==> config.mk <==
export PLATFORM = sky130hd
export DESIGN_NAME = aux_retry_seq
export DESIGN_NICKNAME = d
export VERILOG_FILES = /design/src/rtl/aux_retry_pkg.sv /design/src/rtl/aux_retry_dp.sv /design/src/rtl/aux_retry_ctl.sv /design/src/rtl/aux_retry_seq.sv
export SDC_FILE = /design/constraint.sdc
export NUM_CORES = 1
export LEC_CHECK = 0
export ABC_CLOCK_PERIOD_IN_PS = 3600
export BUFFER_PORTS_ARGS = -buffer_cell sky130_fd_sc_hd__buf_2
export CAP_MARGIN = 25
export CORE_ASPECT_RATIO = 0.8
export CORE_UTILIZATION = 44
export CTS_CLUSTER_DIAMETER = 50
export CTS_CLUSTER_SIZE = 16
export DETAILED_ROUTE_END_ITERATION = 12
export PLACE_DENSITY = 0.65
export SETUP_SLACK_MARGIN = 0.4
export SLEW_MARGIN = 10
export SYNTH_ARGS = -nofsm -noshare
export SYNTH_HDL_FRONTEND = slang
export SYNTH_SLANG_ARGS = --single-unit
==> constraint.sdc <==
create_clock -name clk -period 3.6 [get_ports clk]
set_clock_uncertainty 0.05 [all_clocks]
set_input_delay 0.36 -clock clk [delete_from_list [all_inputs] [get_ports clk]]
set_output_delay 0.36 -clock clk [all_outputs]
set_load 0.01 [all_outputs]
==> src/rtl/aux_retry_pkg.sv <==
package aux_retry_pkg;

  typedef enum logic [1:0] {
    KIND_DONE    = 2'd0,
    KIND_TIMEOUT = 2'd1,
    KIND_INVALID = 2'd2,
    KIND_UNPLUG  = 2'd3
  } res_kind_e;

  localparam logic [3:0] RPL_ACK       = 4'd0;
  localparam logic [3:0] RPL_NACK      = 4'd1;
  localparam logic [3:0] RPL_DEFER     = 4'd2;
  localparam logic [3:0] RPL_I2C_DEFER = 4'd8;

  typedef enum logic [2:0] {
    TS_OK       = 3'd0,
    TS_NACK     = 3'd1,
    TS_TIMEOUT  = 3'd2,
    TS_PROTOCOL = 3'd3,
    TS_UNPLUG   = 3'd4,
    TS_UNKNOWN  = 3'd5
  } txn_status_e;

  typedef enum logic [2:0] {
    VD_RETRY,
    VD_WAIT_INV,
    VD_WAIT_ACK,
    VD_PASS,
    VD_FAIL
  } verdict_e;

  typedef struct packed {
    logic load;
    logic apply;
    logic endSel;
    logic dlyRun;
  } seq_strobe_t;

endpackage

==> src/rtl/aux_retry_dp.sv <==
module aux_retry_dp
  import aux_retry_pkg::*;
#(
  parameter int ADDR_W       = 20,
  parameter int LEN_W        = 8,
  parameter int CNT_W        = 4,
  parameter int TICKS_PER_US = 100,
  parameter int INV_WAIT_US  = 400,
  parameter int ACK_WAIT_US  = 300,
  parameter int LIM_DEFER    = 6,
  parameter int LIM_TIMEOUT  = 2,
  parameter int LIM_INVALID  = 1,
  parameter int LIM_PARTIAL  = 1,
  parameter int LIM_ACKPOLL  = 6
) (
  input  logic              clk,
  input  logic              rst_n,
  input  seq_strobe_t       strb,
  input  logic              reqWrite,
  input  logic              reqI2c,
  input  logic              reqMot,
  input  logic [ADDR_W-1:0] reqAddr,
  input  logic [LEN_W-1:0]  reqLen,
  input  logic [CNT_W-1:0]  cfgMaxDefer,
  input  res_kind_e         resKind,
  input  logic [3:0]        resReply,
  input  logic [LEN_W-1:0]  resCount,
  output verdict_e          verdict,
  output logic              endNeeded,
  output logic              dlyZero,
  output logic              attWrite,
  output logic              attI2c,
  output logic              attMot,
  output logic              attStatusReq,
  output logic [ADDR_W-1:0] attAddr,
  output logic [LEN_W-1:0]  attLen,
  output logic [LEN_W-1:0]  attOffset,
  output logic [2:0]        doneStatus
);

  localparam int INV_TICKS = TICKS_PER_US * INV_WAIT_US;
  localparam int ACK_TICKS = TICKS_PER_US * ACK_WAIT_US;
  localparam int DLY_MAX   = (INV_TICKS > ACK_TICKS) ? INV_TICKS : ACK_TICKS;
  localparam int DLY_W     = $clog2(DLY_MAX + 1);
  localparam logic [CNT_W:0] LIM_DEF_W = (CNT_W+1)'(LIM_DEFER);

  logic              latWr, latI2c, latMot, statusReq, endMode;
  logic [ADDR_W-1:0] latAddr;
  logic [LEN_W-1:0]  remLen, offset;
  logic [CNT_W-1:0]  toCnt, invCnt, ndCnt, i2dCnt, partCnt, ackCnt;
  logic [DLY_W-1:0]  dlyCnt;
  txn_status_e       statusReg, failCode;
  logic [CNT_W:0]    cfgWide, deferLim;

  function automatic logic overLimit(input logic [CNT_W-1:0] c, input logic [CNT_W:0] lim);
    return ({1'b0, c} + (CNT_W+1)'(1)) > lim;
  endfunction

  assign cfgWide  = {1'b0, cfgMaxDefer};
  assign deferLim = latWr ? ((cfgWide > LIM_DEF_W) ? cfgWide : LIM_DEF_W) : LIM_DEF_W;

  // Judge the current engine result against the running counters.
  always_comb begin
    verdict  = VD_RETRY;
    failCode = TS_UNKNOWN;
    unique case (resKind)
      KIND_TIMEOUT: if (overLimit(toCnt, (CNT_W+1)'(LIM_TIMEOUT))) begin
        verdict = VD_FAIL; failCode = TS_TIMEOUT;
      end
      KIND_INVALID: if (overLimit(invCnt, (CNT_W+1)'(LIM_INVALID))) begin
        verdict = VD_FAIL; failCode = TS_PROTOCOL;
      end else verdict = VD_WAIT_INV;
      KIND_UNPLUG: begin verdict = VD_FAIL; failCode = TS_UNPLUG; end
      default: begin
        if (!latWr && (resCount > remLen)) begin
          verdict = VD_FAIL; failCode = TS_PROTOCOL;
        end else begin
          case (resReply)
            RPL_ACK: begin
              if (latWr) begin
                if (resCount != '0) begin
                  if (overLimit(ackCnt, (CNT_W+1)'(LIM_ACKPOLL))) begin
                    verdict = VD_FAIL; failCode = TS_TIMEOUT;
                  end else verdict = VD_WAIT_ACK;
                end else begin
                  verdict = VD_PASS; failCode = TS_OK;
                end
              end else if (resCount < remLen) begin
                if (overLimit(partCnt, (CNT_W+1)'(LIM_PARTIAL))) begin
                  verdict = VD_FAIL; failCode = TS_PROTOCOL;
                end
              end else begin
                verdict = VD_PASS; failCode = TS_OK;
              end
            end
            RPL_NACK: begin verdict = VD_FAIL; failCode = TS_NACK; end
            RPL_DEFER: if (overLimit(ndCnt, deferLim)) begin
              verdict = VD_FAIL; failCode = TS_TIMEOUT;
            end
            RPL_I2C_DEFER: if (overLimit(i2dCnt, deferLim)) begin
              verdict = VD_FAIL; failCode = TS_TIMEOUT;
            end
            default: begin verdict = VD_FAIL; failCode = TS_UNKNOWN; end
          endcase
        end
      end
    endcase
  end

  assign endNeeded = latI2c && (!latMot || (verdict == VD_FAIL));
  assign dlyZero   = (dlyCnt == '0);

  always_ff @(posedge clk or negedge rst_n) begin
    if (!rst_n) begin
      latWr <= 1'b0; latI2c <= 1'b0; latMot <= 1'b0; latAddr <= '0;
      remLen <= '0; offset <= '0; statusReq <= 1'b0; endMode <= 1'b0;
      toCnt <= '0; invCnt <= '0; ndCnt <= '0; i2dCnt <= '0; partCnt <= '0; ackCnt <= '0;
      dlyCnt <= '0; statusReg <= TS_OK;
    end else begin
      if (strb.load) begin
        latWr <= reqWrite; latI2c <= reqI2c; latMot <= reqMot; latAddr <= reqAddr;
        remLen <= reqLen; offset <= '0; statusReq <= 1'b0; endMode <= 1'b0;
        toCnt <= '0; invCnt <= '0; ndCnt <= '0; i2dCnt <= '0; partCnt <= '0; ackCnt <= '0;
        statusReg <= TS_OK;
      end
      if (strb.endSel) endMode <= 1'b1;
      if (strb.dlyRun) dlyCnt <= dlyCnt - DLY_W'(1);
      if (strb.apply) begin
        if (verdict == VD_PASS || verdict == VD_FAIL) statusReg <= failCode;
        if (verdict == VD_WAIT_INV) dlyCnt <= DLY_W'(INV_TICKS - 1);
        if (verdict == VD_WAIT_ACK) dlyCnt <= DLY_W'(ACK_TICKS - 1);
        unique case (resKind)
          KIND_TIMEOUT: toCnt  <= toCnt + CNT_W'(1);
          KIND_INVALID: invCnt <= invCnt + CNT_W'(1);
          KIND_UNPLUG:  ;
          default: begin
            toCnt  <= '0;
            invCnt <= '0;
            case (resReply)
              RPL_ACK: begin
                ndCnt <= '0;
                if (latWr && resCount != '0) begin
                  statusReq <= 1'b1;
                  remLen    <= '0;
                  ackCnt    <= ackCnt + CNT_W'(1);
                end else if (!latWr && resCount < remLen) begin
                  remLen  <= remLen - resCount;
                  offset  <= offset + resCount;
                  partCnt <= partCnt + CNT_W'(1);
                end
              end
              RPL_DEFER: ndCnt <= ndCnt + CNT_W'(1);
              RPL_I2C_DEFER: begin
                ndCnt  <= '0;
                i2dCnt <= i2dCnt + CNT_W'(1);
                if (latWr) begin
                  statusReq <= 1'b1;
                  remLen    <= '0;
                end
              end
              default: ;
            endcase
          end
        endcase
      end
    end
  end

  assign attWrite     = latWr;
  assign attI2c       = latI2c;
  assign attMot       = latI2c && !endMode;
  assign attStatusReq = statusReq && !endMode;
  assign attAddr      = latI2c ? (latAddr >> 1) : latAddr;
  assign attLen       = endMode ? '0 : remLen;
  assign attOffset    = endMode ? '0 : offset;
  assign doneStatus   = statusReg;

endmodule

==> src/rtl/aux_retry_ctl.sv <==
module aux_retry_ctl
  import aux_retry_pkg::*;
(
  input  logic        clk,
  input  logic        rst_n,
  input  logic        startReq,
  input  logic        resValid,
  input  verdict_e    verdict,
  input  logic        endNeeded,
  input  logic        dlyZero,
  output seq_strobe_t strb,
  output logic        attValid,
  output logic        doneValid,
  output logic        busy
);

  typedef enum logic [2:0] {
    S_IDLE, S_ISSUE, S_WAIT, S_DELAY, S_END_ISSUE, S_END_WAIT, S_DONE
  } state_e;

  state_e state, nxt;

  always_comb begin
    nxt  = state;
    strb = '0;
    unique case (state)
      S_IDLE: if (startReq) begin strb.load = 1'b1; nxt = S_ISSUE; end
      S_ISSUE: nxt = S_WAIT;
      S_WAIT: if (resValid) begin
        strb.apply = 1'b1;
        case (verdict)
          VD_RETRY: nxt = S_ISSUE;
          VD_WAIT_INV, VD_WAIT_ACK: nxt = S_DELAY;
          default: if (endNeeded) begin
            strb.endSel = 1'b1;
            nxt = S_END_ISSUE;
          end else nxt = S_DONE;
        endcase
      end
      S_DELAY: if (dlyZero) nxt = S_ISSUE; else strb.dlyRun = 1'b1;
      S_END_ISSUE: nxt = S_END_WAIT;
      S_END_WAIT: if (resValid) nxt = S_DONE;
      S_DONE: nxt = S_IDLE;
      default: nxt = S_IDLE;
    endcase
  end

  always_ff @(posedge clk or negedge rst_n) begin
    if (!rst_n) state <= S_IDLE;
    else        state <= nxt;
  end

  assign attValid  = (state == S_ISSUE) || (state == S_END_ISSUE);
  assign doneValid = (state == S_DONE);
  assign busy      = (state != S_IDLE);

endmodule

==> src/rtl/aux_retry_seq.sv <==
module aux_retry_seq
  import aux_retry_pkg::*;
#(
  parameter int ADDR_W       = 20,
  parameter int LEN_W        = 8,
  parameter int CNT_W        = 4,
  parameter int TICKS_PER_US = 100
) (
  input  logic              clk,
  input  logic              rst_n,
  input  logic              startReq,
  input  logic              reqWrite,
  input  logic              reqI2c,
  input  logic              reqMot,
  input  logic [ADDR_W-1:0] reqAddr,
  input  logic [LEN_W-1:0]  reqLen,
  input  logic [CNT_W-1:0]  cfgMaxDefer,
  output logic              attValid,
  output logic              attWrite,
  output logic              attI2c,
  output logic              attMot,
  output logic              attStatusReq,
  output logic [ADDR_W-1:0] attAddr,
  output logic [LEN_W-1:0]  attLen,
  output logic [LEN_W-1:0]  attOffset,
  input  logic              resValid,
  input  logic [1:0]        resKind,
  input  logic [3:0]        resReply,
  input  logic [LEN_W-1:0]  resCount,
  output logic              busy,
  output logic              doneValid,
  output logic [2:0]        doneStatus
);

  seq_strobe_t strb;
  verdict_e    verdict;
  logic        endNeeded, dlyZero;

  aux_retry_ctl u_ctl (
    .clk, .rst_n, .startReq, .resValid, .verdict, .endNeeded, .dlyZero,
    .strb, .attValid, .doneValid, .busy
  );

  aux_retry_dp #(
    .ADDR_W(ADDR_W), .LEN_W(LEN_W), .CNT_W(CNT_W), .TICKS_PER_US(TICKS_PER_US)
  ) u_dp (
    .clk, .rst_n, .strb, .reqWrite, .reqI2c, .reqMot, .reqAddr, .reqLen, .cfgMaxDefer,
    .resKind(res_kind_e'(resKind)), .resReply, .resCount,
    .verdict, .endNeeded, .dlyZero,
    .attWrite, .attI2c, .attMot, .attStatusReq, .attAddr, .attLen, .attOffset, .doneStatus
  );

endmodule

Word-level counts from Yosys, hierarchy flattened

Index checks and enable logic that the tools add are counted.
Widths: inputs -> output; s select.

Bits in registers: 87
Input bits: 53

Add/sub/neg operators: 15
Order comparisons: 9
Reduce and logical (&&, ||, !) cells: 26
Eq/ne operators: 20
Multiplexer cells: 97

Operator list:

| operator              | count |
|---|---|
| $mux 8                | 14 |
| $mux 4                | 23 |
| $mux 3                | 27 |
| $mux 16               | 4 |
| $add 4x1->5 const B   | 6 |
| $pmux 3 s3            | 3 |
| $add 4x1->4 const B   | 6 |
| $pmux 4 s2            | 3 |
| $mux 20               | 1 |
| $pmux 3 s6            | 1 |
| $logic_not 16->1      | 1 |
| $pmux 8 s2            | 1 |
| $sub 16x1->16 const B | 1 |
| $mux 1                | 13 |
| $eq 3x2->1 const B    | 4 |
| $eq 3x3->1 const B    | 4 |
| $pmux 3 s4            | 1 |
| $gt 5x1->1 const B    | 2 |
| $gt 5x5->1            | 2 |
| $add 8x8->8           | 1 |
| $gt 8x8->1            | 1 |
| $lt 8x8->1            | 1 |
| $ne 2x2->1 const B    | 4 |
| $reduce_bool 8->1     | 1 |
| other kinds (24)      | 42 |

Longest topological paths before layout

Gate-level depths: netlist of the first run.

Depth after elaboration: 16
Depth in mapped cells: 11
Depth with buffers taken out: 10

Modules after synthesis

A second synthesis of the first run with hierarchy kept.

Cell total of the unflattened synthesis: 604
Area, all modules: 5,744.3 um^2

Modules (own cells, without submodules):

| module        | area each (um^2) | instances | cells an instance | sequential area each (um^2) |
|---|---|---|---|---|
| aux_retry_dp  | 5,418.9          | 1         | 565               | 2,102.0 |
| aux_retry_ctl | 325.3            | 1         | 39                | 75.1 |

Least setup slack after synthesis of the first run

Ideal clock, no wire load.

Path type: flip-flop to flip-flop
From: register u_dp.latWr (netlist: u_dp.attWrite)
To: register u_dp.statusReg[0] (netlist: u_dp.doneStatus[0])
Library setup time: 79 ps
Path buffers: 1
Data arrival time: 2,973 ps
Cell stages (with the launch flop): 12
Path slack: 498 ps
Path through: dfrtp_1 -> clkbuf_1 -> nand2_1 -> nor2_1 -> ha_1 -> nor2b_1 -> a2111oi_1 -> nor3_1 -> or4_4 -> o31a_1 -> o21ai_4 -> mux2i_1

Cells in the longest elaborated chain, start to end: 10

Ends and longest elaborated chain:

| element                                  | line                                    | source |
|---|---|---|
| from (decl)                              | aux_retry_dp.sv:47                      | `logic latWr, latI2c, latMot, statusReq, endMode;` |
| from (signal assigned)                   | aux_retry_dp.sv:121                     | `latWr <= reqWrite; latI2c <= reqI2c; latMot <= reqMot; latAddr <= reqAddr;` |
| $mux 5                                   | aux_retry_dp.sv:60                      | `assign deferLim = latWr ? ((cfgWide > LIM_DEF_W) ? cfgWide : LIM_DEF_W) : LIM_DEF_W;` |
| $gt 5x5->1                               | aux_retry_dp.sv:56                      | `return ({1'b0, c} + (CNT_W+1)'(1)) > lim;` |
| $mux 3, on equally long branches         | aux_retry_dp.sv:100, aux_retry_dp.sv:97 |  |
| $pmux 3 s3                               | aux_retry_dp.sv:78                      | `case (resReply)` |
| $mux 3                                   | aux_retry_dp.sv:75                      | `if (!latWr && (resCount > remLen)) begin` |
| $pmux 3 s3                               | aux_retry_dp.sv:66                      | `unique case (resKind)` |
| $eq 3x2->1 or $eq 3x3->1 (tied branches) | aux_retry_dp.sv:129                     | `if (verdict == VD_PASS \|\| verdict == VD_FAIL) statusReg <= failCode;` |
| $logic_or 1x1->1                         | aux_retry_dp.sv:129                     |  |
| $mux 3 (*)                               | aux_retry_dp.sv:129                     |  |
| $mux 3 (*)                               | aux_retry_dp.sv:128                     | `if (strb.apply) begin` |
| to (signal assigned)                     | aux_retry_dp.sv:129                     |  |
| to (decl)                                | aux_retry_dp.sv:52                      | `txn_status_e statusReg, failCode;` |

Mark *: on every way between the ends. The rest lies on a longest branch, timed or not.
A chain may end at the register's enable or synchronous reset.

Worst setup path in the final report of the first run

From: register u_dp.ndCnt[0]
To: register u_dp.statusReg[2] (netlist: u_dp.doneStatus[2])

Cells in the longest elaborated chain, start to end: 10

Ends and longest elaborated chain:

| element                                  | line                | source |
|---|---|---|
| from (decl)                              | aux_retry_dp.sv:50  | `logic [CNT_W-1:0] toCnt, invCnt, ndCnt, i2dCnt, partCnt, ackCnt;` |
| from (signal assigned)                   | aux_retry_dp.sv:152 | `RPL_DEFER: ndCnt <= ndCnt + CNT_W'(1);` |
| $add 4x1->5 (*)                          | aux_retry_dp.sv:56  |  |
| $gt 5x5->1 (*)                           | aux_retry_dp.sv:56  |  |
| $mux 3                                   | aux_retry_dp.sv:97  | `RPL_DEFER: if (overLimit(ndCnt, deferLim)) begin` |
| $pmux 3 s3                               | aux_retry_dp.sv:78  |  |
| $mux 3                                   | aux_retry_dp.sv:75  |  |
| $pmux 3 s3                               | aux_retry_dp.sv:66  |  |
| $eq 3x2->1 or $eq 3x3->1 (tied branches) | aux_retry_dp.sv:129 |  |
| $logic_or 1x1->1                         | aux_retry_dp.sv:129 |  |
| $mux 3 (*)                               | aux_retry_dp.sv:129 |  |
| $mux 3 (*)                               | aux_retry_dp.sv:128 |  |

Marked as above.

==> results.sh, run 1 <==
export IMPL_status="finished clean"
export IMPL_hold_violations=0
export IMPL_final_cell_area_mm2=0.006745
export IMPL_yosysMostFrequentCell="nand2_1"
export IMPL_cp_startpoint="u_dp.ndCnt[0]"
export IMPL_vias=5037
export IMPL_die_area_mm2=0.01351
export IMPL_rr_worst_depth=9
export IMPL_synth_fp_nets=745
export IMPL_nets=839
export IMPL_relSlewSlack=0.3046
export IMPL_maxCapViolCount=0
export IMPL_slew_viol_final=0
export IMPL_grt_max_degree=67
export IMPL_cts_htree_levels=3
export IMPL_hold_path_class="in2async"
export IMPL_grt_pass1_vias=4958
export IMPL_synth_main_ff_cell="dfrtp_1"
export IMPL_fp_dieH_um=104.2
export IMPL_cts_buffer_depth=2
export IMPL_max_freq_ghz=0.3244
export IMPL_start_util=0.4619
export IMPL_firstDrtPassIters=4
export IMPL_clk_latency_ns=0.35
export IMPL_endpoint_kind="register"
export IMPL_p_leak_nw=3.191
export IMPL_rr_endpoint="u_dp.doneStatus[2]"
export IMPL_reg2reg_from="u_dp.ndCnt[0]"
export IMPL_core_area_mm2=0.01243
export IMPL_fill_cells=1175
export IMPL_cts_root_buf="clkbuf_16"
export IMPL_r2r_setup_slack_ns=0.52
export IMPL_dpl_instance_area_mm2=0.006414
export IMPL_power_density_mw_per_mm2=658.6
export IMPL_ant_nets=0
export IMPL_overflow=0
export IMPL_io_buffer_count=98
export IMPL_setup_tns_final_ns=0
export IMPL_async_flop_share=1.000
export IMPL_required_ns=3.81
export IMPL_detail_route_wl_per_cell_um=15.49
export IMPL_drt_iter0_markers=303
export IMPL_ios=99
export IMPL_yosys_top_cells_area="dfrtp_1 38%, nand2_1 8.3%, ha_1 7.6%"
export IMPL_die_x_um=129.7
export IMPL_cts_sinks=87
export IMPL_worst_slew_pin_slew_ns=1.043
export IMPL_syn_to_final_growth_pct=17.48
export IMPL_ys_seq_area_frac=0.3792
export IMPL_synth_seq_cells=87
export IMPL_fin_crit_ns=3.083
export IMPL_synth_area_mm2=0.005742
export IMPL_vdd_ir_drop_max_mv=0.3496
export IMPL_netlist_instances=655
export IMPL_antenna_found_initial=0
export IMPL_clk_pin_slew_ns=0.07
export IMPL_synth_commonest_cells="127 x nand2_1, 87 x dfrtp_1, 35 x ha_1, 35 x nor2_1, 35 x o21ai_0"
export IMPL_critPathLaunchType="register"
export IMPL_vias_per_cell=5.445
export IMPL_drive_gt1_frac=0.2162
export IMPL_track_usage=0.2235
export IMPL_path_max_fanout=5
export IMPL_yosysUniqueCellTypes=72
export IMPL_drc=0
export IMPL_ys_warn_count=0
export IMPL_crit_arrival_ns=3.30
export IMPL_synth_top_area_frac=0.3792
export IMPL_diodes=0
export IMPL_rsz0062_at_grt="false"
export IMPL_syn_area_per_cell_um2=8.766
export IMPL_fin_crit_sh=0.8564
export IMPL_post_synth_top_area_cell="dfrtp_1"
export IMPL_setup_violations=0
export IMPL_cts_tree="done"
export IMPL_synth_edf_count=0
export IMPL_std_cell_rows=36
export IMPL_dp_hpwl_mm=10.62
export IMPL_grt_pass1_wl_mm=24.03
export IMPL_wirelength_mm=14.33
export IMPL_cts_made_buffers=9
export IMPL_gp_congestion=0.8317
export IMPL_worstSetupPathType="reg2reg"
placed cells by master (no fill, tap or decap), types with 7 or more instances in the layout:
cell       count
nand3_1       32
dfrtp_1       86
clkbuf_16      9
and2_1         7
a21oi_1       25
nor4_1         9
ha_1          35
nor2b_1       25
o22ai_1       11
mux2i_1        9
o31ai_1        7
inv_1         28
xor2_1        11
mux2_2        19
o21ai_0       34
nand2_1      127
nor2_1        35
nor3_1        13
buf_2         97
xnor2_1       20
buf_4          9
layout make-up:
| class | count | area (um^2) | area share |
|---|---|---|---|
| Clock buffer | 10 | 229.0 | 0.03395 |
| Clock inverter | 6 | 46.29 | 0.006863 |
| Inverter | 28 | 105.1 | 0.01558 |
| Multi-Input combinational cell | 515 | 3385 | 0.5018 |
| Sequential cell | 87 | 2178 | 0.3229 |
| Tap cell | 171 | 214.0 | 0.03172 |
| Timing Repair Buffer | 108 | 588.1 | 0.08718 |
worst max path at each step:
stage                              end  cells after the start
finish              u_dp.doneStatus[2]                      9
global route        u_dp.doneStatus[0]                      9
CTS                     u_dp.dlyCnt[6]                      9
detailed placement      u_dp.dlyCnt[6]                     10
global placement        u_dp.dlyCnt[6]                     10
floorplan           u_dp.doneStatus[0]                     11
registers in the layout (all words and copies together) (netlist names):
name	cells
u_ctl.state	3
u_dp.ackCnt	4
u_dp.attI2c	1
u_dp.attWrite	1
u_dp.dlyCnt	16
u_dp.doneStatus	3
u_dp.endMode	1
u_dp.i2dCnt	4
u_dp.invCnt	4
u_dp.latAddr	20
u_dp.latMot	1
u_dp.ndCnt	4
u_dp.offset	8
u_dp.partCnt	4
u_dp.remLen	8
u_dp.statusReq	1
u_dp.toCnt	4
metrics by stage:
stage | std cells | util | setup slack (ns) | hold WS (ns) | total power [mW]
6_report | 925 | 0.5426 | 0.5170 | 0.05540 | 4.442
5_1_grt | 925 | 0.5426 | 0.3749 | 0.1485 | 4.764
4_1_cts | 922 | 0.5380 | 0.4374 | 0.1272 | 4.435
3_5_place_dp | 906 | 0.5159 | 0.3323 | 0.4128 | 3.541
3_3_place_gp | 905 | 0.5147 | 0.4410 | 0.4056 | 3.478
2_1_floorplan | 655 | - | 0.4976 | 0.01441 | 2.882
metal layers:
metal / vias up / part of all wire / wire, um / global-route usage
met2: 112 / 0.45 / 6497 / 0.3476
met3: 22 / 0.048 / 685 / 0.04218
met4: 0 / 0.015 / 219 / 0.05814
li1: 2495 / - / - / -
met1: 2408 / 0.48 / 6929 / 0.3171
met5: - / 0 / 0 / 0
what timing repair did:
action,in CTS,in global routing
resized for setup,0,5
endpoints found under the setup margin,0,9
buffers inserted,0,3
hold buffers,0,0
worst max-delay path, cell delays in order (launching register included):
cell,delay (ns)
dfrtp_1,0.42
ha_1,0.33
ha_1,0.29
nor2b_1,0.15
a2111oi_2,0.41
nor3_1,0.11
or4_4,0.45
o31a_1,0.35
o21ai_4,0.22
mux2i_1,0.21
kinds of logic (layout without fill, tap and decap cells):
kind of cell,count (synthesis),after routing,synth area share
AOI/OAI and AO/OA,128,128,0.1512
xor gates and xnor gates,32,32,0.04881
adders and majority gates,38,38,0.08499
buffers and inverters,53,152,0.03486
DFF,87,87,0.3792
muxes,28,28,0.05295
and+or+nand+nor,289,289,0.2480
report_power, final:
part	internal [mW]	switching (mW)	total, mW
Sequential	1.24	0.314	1.56
Combinational	0.900	1.10	2.00
Clock	0.470	0.410	0.881
No activity file was read; power rests on OpenSTA's default activity.
==> run 2: changes to the inputs <==
--- a/config.mk
+++ b/config.mk
@@ -9,11 +9,13 @@
 export BUFFER_PORTS_ARGS = -buffer_cell sky130_fd_sc_hd__buf_2
 export CAP_MARGIN = 25
 export CORE_ASPECT_RATIO = 0.8
-export CORE_UTILIZATION = 44
+export CORE_UTILIZATION = 53
 export CTS_CLUSTER_DIAMETER = 50
 export CTS_CLUSTER_SIZE = 16
 export DETAILED_ROUTE_END_ITERATION = 12
-export PLACE_DENSITY = 0.65
+export GPL_TIMING_DRIVEN = 0
+export PLACE_DENSITY = 0.76
+export RECOVER_POWER = 50
 export SETUP_SLACK_MARGIN = 0.4
 export SLEW_MARGIN = 10
 export SYNTH_ARGS = -nofsm -noshare
==> results.sh, run 2 (synthesized netlist as in run 1, its figures left out) <==
export IMPL_dpl_instance_area_mm2=0.006437
export IMPL_antenna_found_initial=0
export IMPL_vdd_ir_drop_max_mv=0.3711
export IMPL_die_area_mm2=0.01126
export IMPL_rsz0062_at_grt="false"
export IMPL_hold_path_class="in2reg"
export IMPL_cts_tree="done"
export IMPL_final_cells=913
export IMPL_maxCapViolCount=1
export IMPL_power_density_mw_per_mm2=661.3
export IMPL_ios=99
export IMPL_wirelength_mm=15.20
export IMPL_power_total_mw=4.492
export IMPL_cts_buffer_depth=2
export IMPL_hold_violations=0
export IMPL_reg_top3="u_dp.latAddr (20), u_dp.dlyCnt (16)"
export IMPL_path_max_fanout=10
export IMPL_cts_htree_levels=3
export IMPL_nets=861
export IMPL_fin_crit_sh=0.8559
export IMPL_drt_iter0_markers=352
export IMPL_start_util=0.5518
export IMPL_slew_viol_final=28
export IMPL_relSlewSlack=-0.1349
export IMPL_grt_pass1_vias=5333
export IMPL_grt_pass1_wl_mm=24.99
export IMPL_syn_to_final_growth_pct=18.30
export IMPL_drc=0
export IMPL_final_cell_area_mm2=0.006793
export IMPL_detail_route_wl_per_cell_um=16.65
export IMPL_cts_made_buffers=9
export IMPL_layout_commonest_cell="nand2_1"
export IMPL_critPathLaunchType="register"
export IMPL_diodes=0
export IMPL_cts_root_buf="clkbuf_16"
export IMPL_grt_max_degree=61
export IMPL_vias_per_cell=5.853
export IMPL_hold_ws_ns=0.1579
export IMPL_dp_hpwl_mm=11.33
export IMPL_gp_congestion=0.9075
export IMPL_p_leak_nw=3.158
export IMPL_largest_reg_flops=20
export IMPL_core_area_mm2=0.01041
export IMPL_drive_gt1_frac=0.1824
export IMPL_status="finished, violations left"
export IMPL_ant_nets=0
export IMPL_fp_dieH_um=95.10
export IMPL_place_ws_ns=-0.09647
export IMPL_layout_common_cells="127 x nand2_1, 86 x dfrtp_1, 77 x buf_2"
export IMPL_setup_violations=0
export IMPL_required_ns=3.82
export IMPL_track_usage=0.2804
export IMPL_vias=5344
export IMPL_max_freq_ghz=0.3246
export IMPL_violations="max-capacitance violations, max-slew violations"
export IMPL_dp_cells=894
export IMPL_layout_setup_ws_ns=0.5188
export IMPL_clk_pin_slew_ns=0.06
export IMPL_clk_latency_ns=0.34
export IMPL_fill_cells=878
export IMPL_largest_register="u_dp.latAddr"
export IMPL_endpoint_kind="register"
export IMPL_overflow=0
export IMPL_worstSetupPathType="reg2reg"
export IMPL_std_cell_rows=33
export IMPL_io_buffer_count=98
export IMPL_worst_slew_pin_slew_ns=1.702
export IMPL_die_x_um=118.4
export IMPL_crit_arrival_ns=3.30
export IMPL_fin_crit_ns=3.081
export IMPL_cts_sinks=87
export IMPL_firstDrtPassIters=4
## run 2: path summary, 6_finish.rpt
kind	startpoint	endpoint	slack, ns	cells after the start
setup / recovery	u_dp.attWrite	u_dp.doneStatus[0]	0.52	11
hold / removal	reqAddr[12]	u_dp.latAddr[12]	0.16	3
setup reg to reg	u_dp.attWrite	u_dp.doneStatus[0]	0.52	11
hold reg to reg	u_dp.latAddr[0]	u_dp.latAddr[0]	0.43	2
max in group asynchronous	rst_n	u_dp.i2dCnt[0]	1.44	2
min in group asynchronous	rst_n	u_dp.ndCnt[1]	0.95	2
## run 2: per-layer routing
layer / wire (um) / global-route usage
met5: 0 / 0
met4: 368 / 0.1108
met3: 996 / 0.05562
met2: 7181 / 0.4598
met1: 6651 / 0.3699
## run 2: cell type report
cell class                 instances  area [um^2]  share of cell area
tap                              140        175.2             0.02579
buffer                            25        103.9             0.01529
clock inverter                     2        35.03            0.005157
clock buffer                      11        232.7             0.03426
timing repair buffer             105        539.3             0.07939
sequential                        87         2178              0.3207
inverter                          28        105.1             0.01547
multi-input combinational        515         3423              0.5040
## run 2: power breakdown
part           total (mW)  switching [mW]  leakage [nW]  internal, mW
combinational        2.12            1.23          1.92         0.892
clock               0.891           0.366         0.131         0.525
sequential           1.48           0.232          1.10          1.25
total                4.49            1.83          3.16          2.66
## run 2: what timing repair did
action                                  4_1_cts  5_1_grt
cloned                                        0        0
endpoints found under the setup margin       17       20
buffers inserted                              1        4
resized for setup                             5       11
endpoints found under the hold margin        27        0
hold buffers                                  1        0
pin swaps                                     1        3
## run 2: worst max-delay path, stage by stage (launching register included)
cell and delay, ns:
dfrtp_1 0.45, clkbuf_8 0.21, nand2_1 0.11, nor2_2 0.16, ha_1 0.26, o21a_1 0.17, o21ai_0 0.23, nor3_1 0.10
or4_4 0.46, o31a_1 0.35, o21ai_4 0.25, mux2i_1 0.21
## run 2: metrics by stage
stage / TNS, ns / utilization
floorplan: 0 / -
global placement: 0 / 0.6158
detailed placement: -0.4654 / 0.6187
CTS: 0 / 0.6477
global route: 0 / 0.6528
finish: 0 / 0.6528
